### config.mk
export PLATFORM = sky130hd
export DESIGN_NAME = flash_pwr_ctrl
export DESIGN_NICKNAME = d
export VERILOG_FILES = /design/src/rtl/flash_pwr_ctrl.sv
export SDC_FILE = /design/constraint.sdc
export NUM_CORES = 1
export LEC_CHECK = 0
export ABC_CLOCK_PERIOD_IN_PS = 2700
export BUFFER_PORTS_ARGS = -buffer_cell sky130_fd_sc_hd__buf_4
export CELL_PAD_IN_SITES_DETAIL_PLACEMENT = 1
export CELL_PAD_IN_SITES_GLOBAL_PLACEMENT = 2
export CORE_MARGIN = 2
export CORE_UTILIZATION = 33
export DETAILED_ROUTE_END_ITERATION = 8
export PLACE_DENSITY_LB_ADDON = 0.1
export SYNTH_ARGS = -nofsm -noshare
export SYNTH_HDL_FRONTEND = slang
export SYNTH_SLANG_ARGS = --single-unit
### constraint.sdc
create_clock -name clk -period 2.7 [get_ports clk]
set_clock_uncertainty 0.05 [all_clocks]
set_input_delay 0.54 -clock clk [delete_from_list [all_inputs] [get_ports clk]]
set_output_delay 0.54 -clock clk [all_outputs]
set_load 0.01 [all_outputs]
### src/rtl/flash_pwr_ctrl.sv
module flash_pwr_ctrl #(
  parameter int ADDR_W     = 21,
  parameter int T_ACC_CYC  = 10,
  parameter int T_50NS_CYC = 5,
  parameter int T_CE_CYC   = 10
) (
  input  logic              clk,
  input  logic              rst_n,
  input  logic              ce_n,
  input  logic              hw_reset_n,
  input  logic              oe_n,
  input  logic [ADDR_W-1:0] addr,
  input  logic              op_busy,
  output logic [1:0]        pwr_state,
  output logic              dq_drive,
  output logic              dout_latch_en,
  output logic              data_valid
);
  localparam int SLEEP_CYC = T_ACC_CYC + T_50NS_CYC;
  localparam int CW        = $clog2(SLEEP_CYC + 1);
  localparam int WMAX      = (T_CE_CYC + 1 > T_ACC_CYC) ? T_CE_CYC + 1 : T_ACC_CYC;
  localparam int DW        = $clog2(WMAX + 1);
  localparam logic [CW-1:0] STAB_TOP = CW'(SLEEP_CYC);
  localparam logic [CW-1:0] STAB_HIT = CW'(SLEEP_CYC - 1);
  localparam logic [DW-1:0] CE_LOAD  = DW'(T_CE_CYC + 1);
  localparam logic [DW-1:0] ACC_LOAD = DW'(T_ACC_CYC);
  localparam logic [1:0] ST_ACT   = 2'd0;
  localparam logic [1:0] ST_STBY  = 2'd1;
  localparam logic [1:0] ST_SLEEP = 2'd2;

  logic [ADDR_W-1:0] addr_q;
  logic [CW-1:0]     stab_q, stab_d;
  logic [DW-1:0]     wait_q, wait_d;
  logic [1:0]        state_q, state_d;

  wire addr_chg = addr != addr_q;
  wire stby_req = !hw_reset_n || (ce_n && !op_busy);
  wire in_stby  = state_q == ST_STBY;
  wire sleep_ok = !addr_chg && stab_q >= STAB_HIT && wait_q == '0;

  always_comb begin
    if (stby_req)      state_d = ST_STBY;
    else if (addr_chg) state_d = ST_ACT;
    else if (sleep_ok) state_d = ST_SLEEP;
    else               state_d = ST_ACT;
  end

  always_comb begin
    if (stby_req || addr_chg)  stab_d = '0;
    else if (stab_q < STAB_TOP) stab_d = stab_q + 1'b1;
    else                       stab_d = stab_q;
  end

  always_comb begin
    if (stby_req)            wait_d = CE_LOAD;
    else if (addr_chg)       wait_d = (wait_q > ACC_LOAD) ? wait_q - 1'b1 : ACC_LOAD;
    else if (wait_q != '0)   wait_d = wait_q - 1'b1;
    else                     wait_d = wait_q;
  end

  always_ff @(posedge clk) begin
    if (!rst_n) begin
      state_q <= ST_STBY;
      stab_q  <= '0;
      wait_q  <= CE_LOAD;
      addr_q  <= addr;
    end else begin
      state_q <= state_d;
      stab_q  <= stab_d;
      wait_q  <= wait_d;
      addr_q  <= addr;
    end
  end

  assign pwr_state     = state_q;
  assign data_valid    = !in_stby && wait_q == '0;
  assign dout_latch_en = state_q == ST_ACT && data_valid;
  assign dq_drive      = !in_stby && !ce_n && !oe_n;

  a_r2_idle_deselect: assert property (@(posedge clk) disable iff (!rst_n)
    (ce_n && hw_reset_n && !op_busy) |=> (pwr_state == ST_STBY && !dq_drive && !data_valid));

  a_r3_pin_reset: assert property (@(posedge clk) disable iff (!rst_n)
    !hw_reset_n |=> pwr_state == ST_STBY);

  a_r4_busy_holds: assert property (@(posedge clk) disable iff (!rst_n)
    (ce_n && op_busy && hw_reset_n && pwr_state != ST_STBY) |=> pwr_state != ST_STBY);

  a_r6_sleep_after_stable: assert property (@(posedge clk) disable iff (!rst_n)
    $rose(pwr_state == ST_SLEEP) |-> $past(addr, 1) == $past(addr, 2));

  a_r7_sleep_holds_data: assert property (@(posedge clk) disable iff (!rst_n)
    pwr_state == ST_SLEEP |-> (data_valid && !dout_latch_en));

  a_r9_addr_wakes: assert property (@(posedge clk) disable iff (!rst_n)
    (addr != addr_q && !stby_req) |=> (pwr_state == ST_ACT && !data_valid));
endmodule

; Word level (Yosys, flattened, before mapping)
; Index checks and enable logic that the tools add are counted.
[word_totals]
reg_bits = 31
wordCells = 40
in_bits = 27
output_inout_bits = 5
[op_classes]
n_lt_le_gt_ge = 3
n_bitwise = 1
eq_ne = 2
addsub = 2
n_reduce_logical = 22
n_mux = 5
[op_table]
columns = cell, n
row1 = $ne 21x21->1, 1
row2 = $mux 4, 3
row3 = $logic_and 1x1->1, 7
row4 = $logic_not 1->1, 6
row5 = $add 4x1->4 const B, 1
row6 = $ge 4x4->1 const B, 1
row7 = $gt 4x4->1 const B, 1
row8 = $logic_not 4->1, 1
row9 = $lt 4x4->1 const B, 1
row10 = $reduce_bool 4->1, 1
row11 = $reduce_or 2->1, 2
row12 = $sub 4x1->4 const B, 1
row13 = $reduce_or 3->1, 1
row14 = $eq 2x1->1 const B, 1
row15 = $logic_not 2->1, 1
row16 = $logic_or 1x1->1, 2
row17 = $mux 2, 1
row18 = $reduce_bool 2->1, 1
row19 = $mux 1, 1
row20 = $not 1->1, 1

; Depth between registers and ports, before layout
; Gate-level depths: netlist of the first run.
[logic_depth]
depth_word = 6
depth_mapped = 7
depth_no_buf = 7

; Worst setup path before layout of the first run
; No wires, ideal clock.
[synth_timing]
kind = input port to flip-flop
start = input addr[20]
end = register wait_q[2]
setup_ns = 0.062
path_buffers = 0
t_arrival_ns = 1.631
required_ns = 2.588
cell_stages = 6
setup_slack_ns = 0.956
path_cell_list = xnor2_1 -> nand4_1 -> nor4_2 -> nand2_2 -> mux2_4 -> nor2_2
[synth_via]
elab_chain_cells = 2
word_cells_on_any_way = 3
cone_classes = 1 x eq/ne / 1 x mux / 1 x reduce/logical
[synth_lines]
columns = element, line_no
row1 = "start, declared", 12  ; input logic [ADDR_W-1:0] addr,
row2 = $ne 21x21->1 *, 36  ; wire addr_chg = addr != addr_q;
row3 = $mux 4 or $reduce_bool 2->1 (tied branches), --
row4 = "end signal, assigned", 70  ; wait_q <= wait_d;
row5 = "end, declared", 33  ; logic [DW-1:0] wait_q, wait_d;
; Mark *: on every way between the ends. The rest lies on a longest branch, timed or not.
; A chain may end at the register's enable or synchronous reset.

; Final worst setup path of the first run
[layout_timing]
start = register wait_q[0]
end = output dout_latch_en
[layout_via]
elab_chain_cells = 3
[layout_lines]
columns = element, line_no
row1 = $logic_not 4->1, 76  ; assign data_valid = !in_stby && wait_q == '0;
row2 = $logic_and 1x1->1, 76
row3 = $logic_and 1x1->1, 77  ; assign dout_latch_en = state_q == ST_ACT && data_valid;
row4 = "end, declared", 16  ; output logic dout_latch_en,
; No other way between the ends.

==> results.txt, run 1 <==
Tmin final -> 2060 ps
hold_buf cts -> 0
Rel. slew slack -> 76.6%
synthesized flop and latch total -> 31
total CTS buffers -> 5
CP delay by family, top -> simple AND/OR/NAND/NOR gates
P_leak -> 0.637 nW
maximum VDD drop -> 0.301 mV
Clock Latency Late Sink -> 310 ps
final global-route overflow total -> 0
Synth Area in Compound Gates -> 7.40%
final antenna-violating net count -> 0
Max H-tree Level -> 2
# rows -> 21
Power Density -> 538 nW/um^2
number of global-route vias before repair -> 929
Num Clock Sinks -> 31
Die Y -> 63.5 um
Reg clk slew, reported paths -> 90 ps
largest net degree at the start of global routing -> 10
postcts setup bufs -> 0
post-synthesis mux area share -> 2.14%
RSZ-0062 raised after global routing -> no
vias -> 899
Worst Setup Start Kind -> flip-flop
Synth Cell Area -> 1170 um^2
Post-CTS Resized -> 0
critical path endpoint category -> output port
Final Instance Area -> 1510 um^2
Synth Area in XOR/XNOR -> 16.5%
GPL Wtd Cong -> 0.716
WP data arrival -> 1470 ps
io pins -> 32
CP required -> 2110 ps
Buf/Inv on CP -> 2
first-pass detailed-route iteration total -> 4
full die area -> 4030 um^2
fmax -> 485 MHz
Post-Syn Instances -> 110
nets -> 179
slowest stage cell on the critical path -> dfxtp_1
Tot GR Track Use -> 12.5%
sequential power share -> 59.8%
crit path kind -> reg -> out
buffers from clock root to sink, at most -> 2
Synth Area per Inst -> 10.6 um^2
combinational fraction of design power -> 10.3%
Core Util, Final -> 44.8%
setup violators final -> 0
Hold Path Class -> in -> reg
Seq/Total Area, Yosys -> 53.2%
post-placement cell area -> 1460 um^2
Die W -> 63.5 um
vias per cell -> 4.61
Worst Slack Setup Final -> 640 ps
routed len/inst -> 10.8 um
CP max FO -> 7
Synth cell types -> 27
Slew Limit Fails -> 0
share of cells above drive strength 1 -> 28.2%
max cap viols -> 0
Fin. Hold Viols -> 0
Sw Share -> 22.3%
setup TNS -> 0 ps
Synth Warn # -> 0
Post-Route WL -> 2110 um
Post-Synth Simple-Gate Area -> 14.6%
DRT iter0 DRCs -> 22
fin cells -> 195
Starting Density -> 34.7%
largest family of logic cells by synthesized area -> XOR/XNOR gates
input/output buffers -> 31
dpl hpwl -> 1730 um
DRC errors left -> 0
CORE AREA -> 3360 um^2
Net Count, Synth -> 141
Crit path largest cell delay -> 330 ps
clock power share -> 30.0%
Final Cycle Share -> 76.3%
placed cells -> 187
Cell Chain, Critical Path -> inv_1 -> ha_1 -> nand2_1 -> nor3_1 -> buf_4
pre-CTS WS -> 655 ps
Int Power -> 630 uW
Antenna diodes -> 0
switching pwr -> 181 uW
run status -> complete, no violations
Adder-Cell Fraction of Synth Area -> 4.29%
Worst-Margin Slew -> 347 ps
CTS Root Cell -> clkbuf_4
synthesis-to-finish area growth -> 29.2%
CTS tree -> done
antenna violations before repair -> 0
global-route wire length before repair -> 3890 um
final cells by class:
| type | count | area, um^2 |
|---|---|---|
| clock buffers | 7 | 45.0 |
| clock inverters | 1 | 5.00 |
| fillers | 418 | 1860 |
| inverters | 6 | 22.5 |
| multi-input cells | 73 | 524 |
| flip-flops and latches | 31 | 621 |
| well taps | 46 | 57.6 |
| repair buffers | 31 | 233 |
per-layer routing:
metal  share of wire (%)  track usage (%)
met1                  42             13.5
met2                  50             20.9
met3                 6.5             5.54
met4                0.57             5.71
met5                   0                0
worst paths after layout:
kind,from,endpoint,slack [ps],cells after the start
max,wait_q[0],dout_latch_en,640,5
min,addr[3],addr_q[3],290,1
max reg2reg,addr_q[0],wait_q[3],1030,5
min reg2reg,wait_q[0],wait_q[0],410,1
power by group through the flow:
stage / registers, mW / logic [mW] / clock network, mW
2_1_floorplan: 0.494 / 0.0417 / 0
3_3_place_gp: 0.495 / 0.0827 / 0
3_5_place_dp: 0.495 / 0.0854 / 0
4_1_cts: 0.485 / 0.0856 / 0.262
5_1_grt: 0.487 / 0.0932 / 0.291
6_report: 0.484 / 0.0832 / 0.243
layout by cell type (no fill, tap or decap), types with 2 or more instances in the layout:
cell       n
nand2_1    3
o21ai_1    2
ha_1       4
clkbuf_1   2
inv_1      6
nor4_2     2
a21oi_1    2
a211oi_1   2
nor3_1     5
o21ai_0    2
nand4_1    4
nand3_1    3
dfxtp_1   31
buf_4     31
nor2_1    10
clkbuf_4   5
xnor2_1   19
xor2_1     3
cells by family (layout without fill, tap and decap cells):
logic type | count (synthesis) | in the layout
AND/OR/NAND/NOR | 32 | 32
flip-flops | 31 | 31
XOR/XNOR | 22 | 22
AO/OA/AOI/OAI | 13 | 13
buffers and inverters | 6 | 45
adder cells (fa/ha/maj) | 4 | 4
multiplexers | 2 | 2
state kept, by name, indices dropped and copies added (netlist names):
name / count
pwr_state: 2
addr_q: 21
wait_q: 4
stab_q: 4
Yosys cell counts:
cell | number | area share (%)
mux2i_1 | 1 | 0.86
ha_1 | 4 | 4.3
o211ai_1 | 1 | 0.64
a31oi_1 | 1 | 0.54
nor4_2 | 2 | 2.1
mux2_4 | 1 | 1.3
and3_1 | 1 | 0.54
nor2_1 | 10 | 3.2
nand3_1 | 3 | 1.3
nand2_2 | 1 | 0.54
xnor2_1 | 19 | 14
nand4_1 | 4 | 2.1
nor3_1 | 5 | 2.1
o211a_1 | 1 | 0.86
xor2_1 | 3 | 2.3
a211o_1 | 1 | 0.75
nor2_2 | 1 | 0.54
nor2b_1 | 1 | 0.54
nand2_1 | 3 | 0.96
a211oi_1 | 2 | 1.3
o21ai_1 | 2 | 0.86
o31a_1 | 1 | 0.75
o21ai_0 | 2 | 0.86
or3_1 | 1 | 0.54
inv_1 | 6 | 1.9
a21oi_1 | 2 | 0.86
dfxtp_1 | 31 | 53
through the flow:
| stage | total power [mW] | hold slack (ps) |
|---|---|---|
| finish | 0.810 | 286 |
| global route | 0.871 | 248 |
| global placement | 0.577 | 403 |
| floorplan | 0.536 | 379 |
| detailed placement | 0.581 | 408 |
| CTS | 0.833 | 262 |
Note: power is estimated with default switching activity, not from simulation.
==> inputs of run 2 (changes only) <==
--- a/config.mk
+++ b/config.mk
@@ -5,12 +5,12 @@
 export SDC_FILE = /design/constraint.sdc
 export NUM_CORES = 1
 export LEC_CHECK = 0
-export ABC_CLOCK_PERIOD_IN_PS = 2700
+export ABC_CLOCK_PERIOD_IN_PS = 1690
 export BUFFER_PORTS_ARGS = -buffer_cell sky130_fd_sc_hd__buf_4
 export CELL_PAD_IN_SITES_DETAIL_PLACEMENT = 1
 export CELL_PAD_IN_SITES_GLOBAL_PLACEMENT = 2
 export CORE_MARGIN = 2
-export CORE_UTILIZATION = 33
+export CORE_UTILIZATION = 28
 export DETAILED_ROUTE_END_ITERATION = 8
 export PLACE_DENSITY_LB_ADDON = 0.1
 export SYNTH_ARGS = -nofsm -noshare
==> constraint.sdc (replaced) <==
create_clock -name clk -period 1.69 [get_ports clk]
set_clock_uncertainty 0.05 [all_clocks]
set_input_delay 0.338 -clock clk [delete_from_list [all_inputs] [get_ports clk]]
set_output_delay 0.338 -clock clk [all_outputs]
set_load 0.01 [all_outputs]
==> results.txt, run 2 (same netlist as run 1, synthesis figures left out) <==
Num Clock Sinks -> 31 (unchanged)
Hold Path Class -> in -> reg (unchanged)
placed cells -> 193 (was 187)
run status -> complete, no violations (unchanged)
register area -> 624 um^2 (was 621 um^2)
# rows -> 23 (was 21)
Starting Density -> 29.2% (was 34.7%)
Slew Limit Fails -> 0 (unchanged)
pre-CTS WS -> -103 ps (was 655 ps)
most frequent cells in the layout -> buf_4, dfxtp_1, xnor2_1 (was dfxtp_1, buf_4, xnor2_1)
Post-Route WL -> 2170 um (was 2110 um)
setup violators final -> 0 (unchanged)
buffers from clock root to sink, at most -> 2 (unchanged)
Worst Setup Start Kind -> flip-flop (unchanged)
first-pass detailed-route iteration total -> 3 (was 4)
Reg clk slew, reported paths -> 60 ps (was 90 ps)
routed len/inst -> 10.8 um (about the same)
full die area -> 4700 um^2 (was 4030 um^2)
P_leak -> 0.680 nW (was 0.637 nW)
crit path kind -> reg -> reg (was reg -> out)
critical path endpoint category -> flip-flop (was output port)
Antenna diodes -> 0 (unchanged)
nets -> 181 (was 179)
fillers -> 452 (was 418)
fmax -> 619 MHz
Max H-tree Level -> 2 (unchanged)
final global-route overflow total -> 0 (unchanged)
Reg2Reg Launch Point -> addr_q[10] (was addr_q[0])
max cap viols -> 0 (unchanged)
CTS tree -> done (unchanged)
Worst Slack Setup Final -> 73.2 ps (was 640 ps)
Hold Startpoint -> addr[16] (was addr[3])
number of global-route vias before repair -> 897 (was 929)
RSZ-0062 raised after global routing -> yes (was no)
CP required -> 1860 ps (was 2110 ps)
io pins -> 32 (unchanged)
CORE AREA -> 4000 um^2 (was 3360 um^2)
DRT iter0 DRCs -> 12 (was 22)
Top Registers -> addr_q: 21 flops, stab_q: 4 flops, wait_q: 4 flops (unchanged)
commonest non-fill, non-tap cell in the layout -> buf_4
WP data arrival -> 1790 ps (was 1470 ps)
met3 wire len -> 142 um (was 137 um)
number of flip-flops in the largest register -> 21 (unchanged)
Power Density -> 895 nW/um^2 (was 538 nW/um^2)
final antenna-violating net count -> 0 (unchanged)
antenna violations before repair -> 0 (unchanged)
CTS Root Cell -> clkbuf_8 (was clkbuf_4)
Die Y -> 68.6 um (was 63.5 um)
input/output buffers -> 31 (unchanged)
area occupied by multi-input gates -> 596 um^2 (was 524 um^2)
highest routed layer -> met4 (unchanged)
register name with the most flops -> addr_q (unchanged)
Die W -> 68.6 um (was 63.5 um)
Clock Latency Late Sink -> 280 ps (was 310 ps)
post-placement cell area -> 1480 um^2 (was 1460 um^2)
CP max FO -> 5 (was 7)
DRC errors left -> 0 (unchanged)
Worst R2R End -> wait_q[2] (was wait_q[3])
worst hold stages -> 1 (unchanged)
synthesis-to-finish area growth -> 40.0% (was 29.2%)
WL met2 -> 1050 um (was 1060 um)
Tmin final -> 1620 ps
reg2reg path depth -> 6 (was 5)
vias per cell -> 4.39 (was 4.61)
fin cells -> 201 (was 195)
DRT met1 WL -> 941 um (was 895 um)
vias -> 882 (was 899)
maximum VDD drop -> 0.381 mV (was 0.301 mV)
share of cells above drive strength 1 -> 39.1% (was 28.2%)
GPL Wtd Cong -> 0.735 (was 0.716)
total CTS buffers -> 5 (unchanged)
r2r setup slk -> 70 ps (was 1030 ps)
Final Cycle Share -> 95.7%
global-route wire length before repair -> 3690 um (was 3890 um)
dpl hpwl -> 1810 um (was 1730 um)
Worst-Margin Slew -> 354 ps (was 347 ps)
Rel. slew slack -> 76.2% (was 76.6%)
Fin. Hold Viols -> 0 (unchanged)
setup TNS -> 0 ps (unchanged)
Tot GR Track Use -> 11.0% (was 12.5%)
Final Instance Area -> 1630 um^2 (was 1510 um^2)
largest net degree at the start of global routing -> 10 (unchanged)
Hold Crit Endpoint -> addr_q[16] (was addr_q[3])
run 2: changes by cell type in the layout (fill, tap and decap cells not counted), moves of 2 or more:
| cell | delta |
|---|---|
| nor3_1 | -3 |
| nor3_2 | +3 |
| clkbuf_8 | +5 |
| buf_4 | +2 |
| inv_2 | +2 |
| clkbuf_4 | -5 |
| inv_1 | -2 |
| xnor2_2 | +3 |
| xnor2_1 | -3 |
| dfxtp_1 | -3 |
| dfxtp_2 | +3 |
run 2: worst max path at each step:
stage,startpoint,endpoint,slack (ps),cells after the start
after floorplan,addr[20],wait_q[2],150,6
after global placement,addr[2],wait_q[2],-70,7
after detailed placement,addr[2],stab_q[2],-100,7
after CTS,wait_q[1],dout_latch_en,10,5
after global routing,addr_q[10],wait_q[2],-50,6
final,addr_q[10],wait_q[2],70,6
run 2: cell type report:
class	count	share of cell area (%)
clock buffers	7	4.67
clock inverters	1	0.306
multi-input cells	73	36.4
inverters	6	1.38
flip-flops and latches	31	38.2
repair buffers	33	15.2
well taps	50	3.83
run 2: timing repair:
action	CTS	global route
setup endpoints to repair	2	11
hold buffers	0	0
hold endpoints to repair	0	0
gates resized for setup	4	13
setup buffers	0	0
pin swaps	1	8
run 2: power by group:
part | total (mW) | switching (mW) | leakage, nW | internal [mW]
clock | 0.542 | 0.254 | 0.0422 | 0.288
combinational | 0.143 | 0.0534 | 0.379 | 0.0897
sequential | 0.777 | 0.0149 | 0.258 | 0.762
total | 1.46 | 0.323 | 0.680 | 1.14
run 2: worst max-delay path, cell delays in order, from the launching register on:
cell	delay, ps
dfxtp_2	340
xnor2_2	100
nand4_1	170
nor4_4	350
nand2_2	140
mux2_4	330
nor2_2	70
run 2: routing by layer:
metal  GRT usage, %  vias up
li1               -      450
met1           12.4      402
met2           17.7       27
met3           4.87        3
met4           5.25        0
met5              0        -
run 2: through the flow:
stage | total power [mW] | util (%) | hold slack [ps]
3_5_place_dp | 0.928 | 36.9 | 410
3_3_place_gp | 0.923 | 36.9 | 408
6_report | 1.46 | 40.9 | 125
5_1_grt | 1.55 | 40.9 | 106
2_1_floorplan | 0.856 | - | 316
4_1_cts | 1.49 | 39.3 | 114
==> inputs of run 3 (changes only) <==
--- a/config.mk
+++ b/config.mk
@@ -13,6 +13,7 @@
 export CORE_UTILIZATION = 28
 export DETAILED_ROUTE_END_ITERATION = 8
 export PLACE_DENSITY_LB_ADDON = 0.1
+export SETUP_SLACK_MARGIN = 0.2
 export SYNTH_ARGS = -nofsm -noshare
 export SYNTH_HDL_FRONTEND = slang
 export SYNTH_SLANG_ARGS = --single-unit
==> results.txt, run 3 (same netlist as run 1, synthesis figures left out) <==
final global-route overflow total -> 0 (unchanged)
crit path kind -> reg -> reg (unchanged)
commonest non-fill, non-tap cell in the layout -> buf_4 (unchanged)
Reg clk slew, reported paths -> 60 ps (about the same)
CTS Root Cell -> clkbuf_8 (unchanged)
synthesis-to-finish area growth -> 46.2% (was 40.0%)
Clock Latency Late Sink -> 270 ps (was 280 ps)
Post-Route WL -> 2390 um (was 2170 um)
crit path launch -> addr_q[14] (was addr_q[10])
antenna violations before repair -> 0 (unchanged)
largest net degree at the start of global routing -> 10 (unchanged)
RSZ-0062 raised after global routing -> yes (unchanged)
vias per cell -> 4.41 (was 4.39)
register name with the most flops -> addr_q (unchanged)
Final Cycle Share -> 95.1% (was 95.7%)
io pins -> 32 (unchanged)
Design Power -> 1.55 mW (was 1.46 mW)
most frequent cells in the layout -> buf_4, dfxtp_1, xnor2_1 (unchanged)
buffers from clock root to sink, at most -> 2 (unchanged)
Reg2Reg Launch Point -> addr_q[14] (was addr_q[10])
final antenna-violating net count -> 0 (unchanged)
nets -> 183 (was 181)
Hold Path Class -> in -> reg (unchanged)
number of flip-flops in the largest register -> 21 (unchanged)
Power Density -> 906 nW/um^2 (was 895 nW/um^2)
Tot GR Track Use -> 11.7% (was 11.0%)
max cap viols -> 0 (unchanged)
DRT iter0 DRCs -> 35 (was 12)
run status -> complete, no violations (unchanged)
maximum VDD drop -> 0.504 mV (was 0.381 mV)
Die Y -> 68.6 um (unchanged)
Worst Setup Start Kind -> flip-flop (unchanged)
Max H-tree Level -> 2 (unchanged)
Slew Limit Fails -> 0 (unchanged)
Rel. slew slack -> 78.6% (was 76.2%)
Top Registers -> addr_q: 21 flops, stab_q: 4 flops, wait_q: 4 flops (unchanged)
P_leak -> 0.709 nW (was 0.680 nW)
fmax -> 622 MHz (was 619 MHz)
WP data arrival -> 1770 ps (was 1790 ps)
dpl hpwl -> 1910 um (was 1810 um)
critical path endpoint category -> flip-flop (unchanged)
reg2reg path depth -> 6 (unchanged)
Hold Startpoint -> addr[11] (was addr[16])
Num Clock Sinks -> 31 (unchanged)
vias -> 895 (was 882)
share of cells above drive strength 1 -> 45.1% (was 39.1%)
setup TNS -> 0 ps (unchanged)
Tmin final -> 1610 ps (was 1620 ps)
CP required -> 1850 ps (was 1860 ps)
Starting Density -> 29.2% (unchanged)
Worst-Margin Slew -> 318 ps (was 354 ps)
Final Instance Area -> 1710 um^2 (was 1630 um^2)
full die area -> 4700 um^2 (unchanged)
total CTS buffers -> 5 (unchanged)
# rows -> 23 (unchanged)
post-placement cell area -> 1500 um^2 (was 1480 um^2)
first-pass detailed-route iteration total -> 4 (was 3)
global-route wire length before repair -> 3950 um (was 3690 um)
worst hold stages -> 1 (unchanged)
DRC errors left -> 0 (unchanged)
routed len/inst -> 11.8 um (was 10.8 um)
Antenna diodes -> 0 (unchanged)
Fin. Hold Viols -> 0 (unchanged)
CP max FO -> 5 (unchanged)
CORE AREA -> 4000 um^2 (unchanged)
CTS tree -> done (unchanged)
Die W -> 68.6 um (unchanged)
GPL Wtd Cong -> 0.641 (was 0.735)
hold_buf cts -> 0 (unchanged)
setup violators final -> 0 (unchanged)
input/output buffers -> 31 (unchanged)
number of global-route vias before repair -> 921 (was 897)
run 3: cell count changes in the layout (fill, tap and decap cells not counted), moves of 2 or more:
cell	before	now
dfxtp_1	28	25
dfxtp_2	3	6
buf_6	0	2
clkbuf_8	5	7
run 3: worst paths after layout:
check	slack [ps]	endpoint
setup / recovery	80	wait_q[2]
setup reg to reg	80	wait_q[2]
hold reg to reg	410	wait_q[0]
hold / removal	130	addr_q[11]
run 3: power by group:
part / switching, mW / leakage, nW / internal, mW
sequential: 0.0160 / 0.258 / 0.763
clock: 0.245 / 0.0515 / 0.371
combinational: 0.0591 / 0.400 / 0.0919
total: 0.320 / 0.709 / 1.23
run 3: layer usage:
| layer | part of all wire, % | GRT usage (%) |
|---|---|---|
| met3 | 4.8 | 4.22 |
| met1 | 41 | 13.2 |
| met5 | 0 | 0 |
| met2 | 53 | 19.8 |
| met4 | 0.96 | 5.25 |
run 3: repair_timing:
item	4_1_cts	5_1_grt
buffers inserted	3	0
resized for setup	14	7
endpoints found under the setup margin	11	11
pin swaps	8	7
run 3: stage by stage:
stage	std cells	utilization (%)	setup WS, ps	hold WS, ps
floorplan	110	-	215	316
global placement	192	37.6	-112	408
detailed placement	192	37.6	-109	410
CTS	203	42.1	76.3	125
global route	203	42.7	-27.2	118
finish	203	42.7	82.0	131
run 3: area by class of cell:
cell class	instances	area (um^2)
fill	451	2290
sequential	31	628
multi-input combinational	73	623
timing repair buffer	35	270
clock buffer	8	100
tap	50	62.6
inverter	6	22.5
run 3: critical path: stages, from the launching register on:
cell,delay (ps)
dfxtp_2,320
xnor2_2,140
nand4_1,160
nor4_4,330
nand2_2,150
mux2_4,320
nor2_2,70
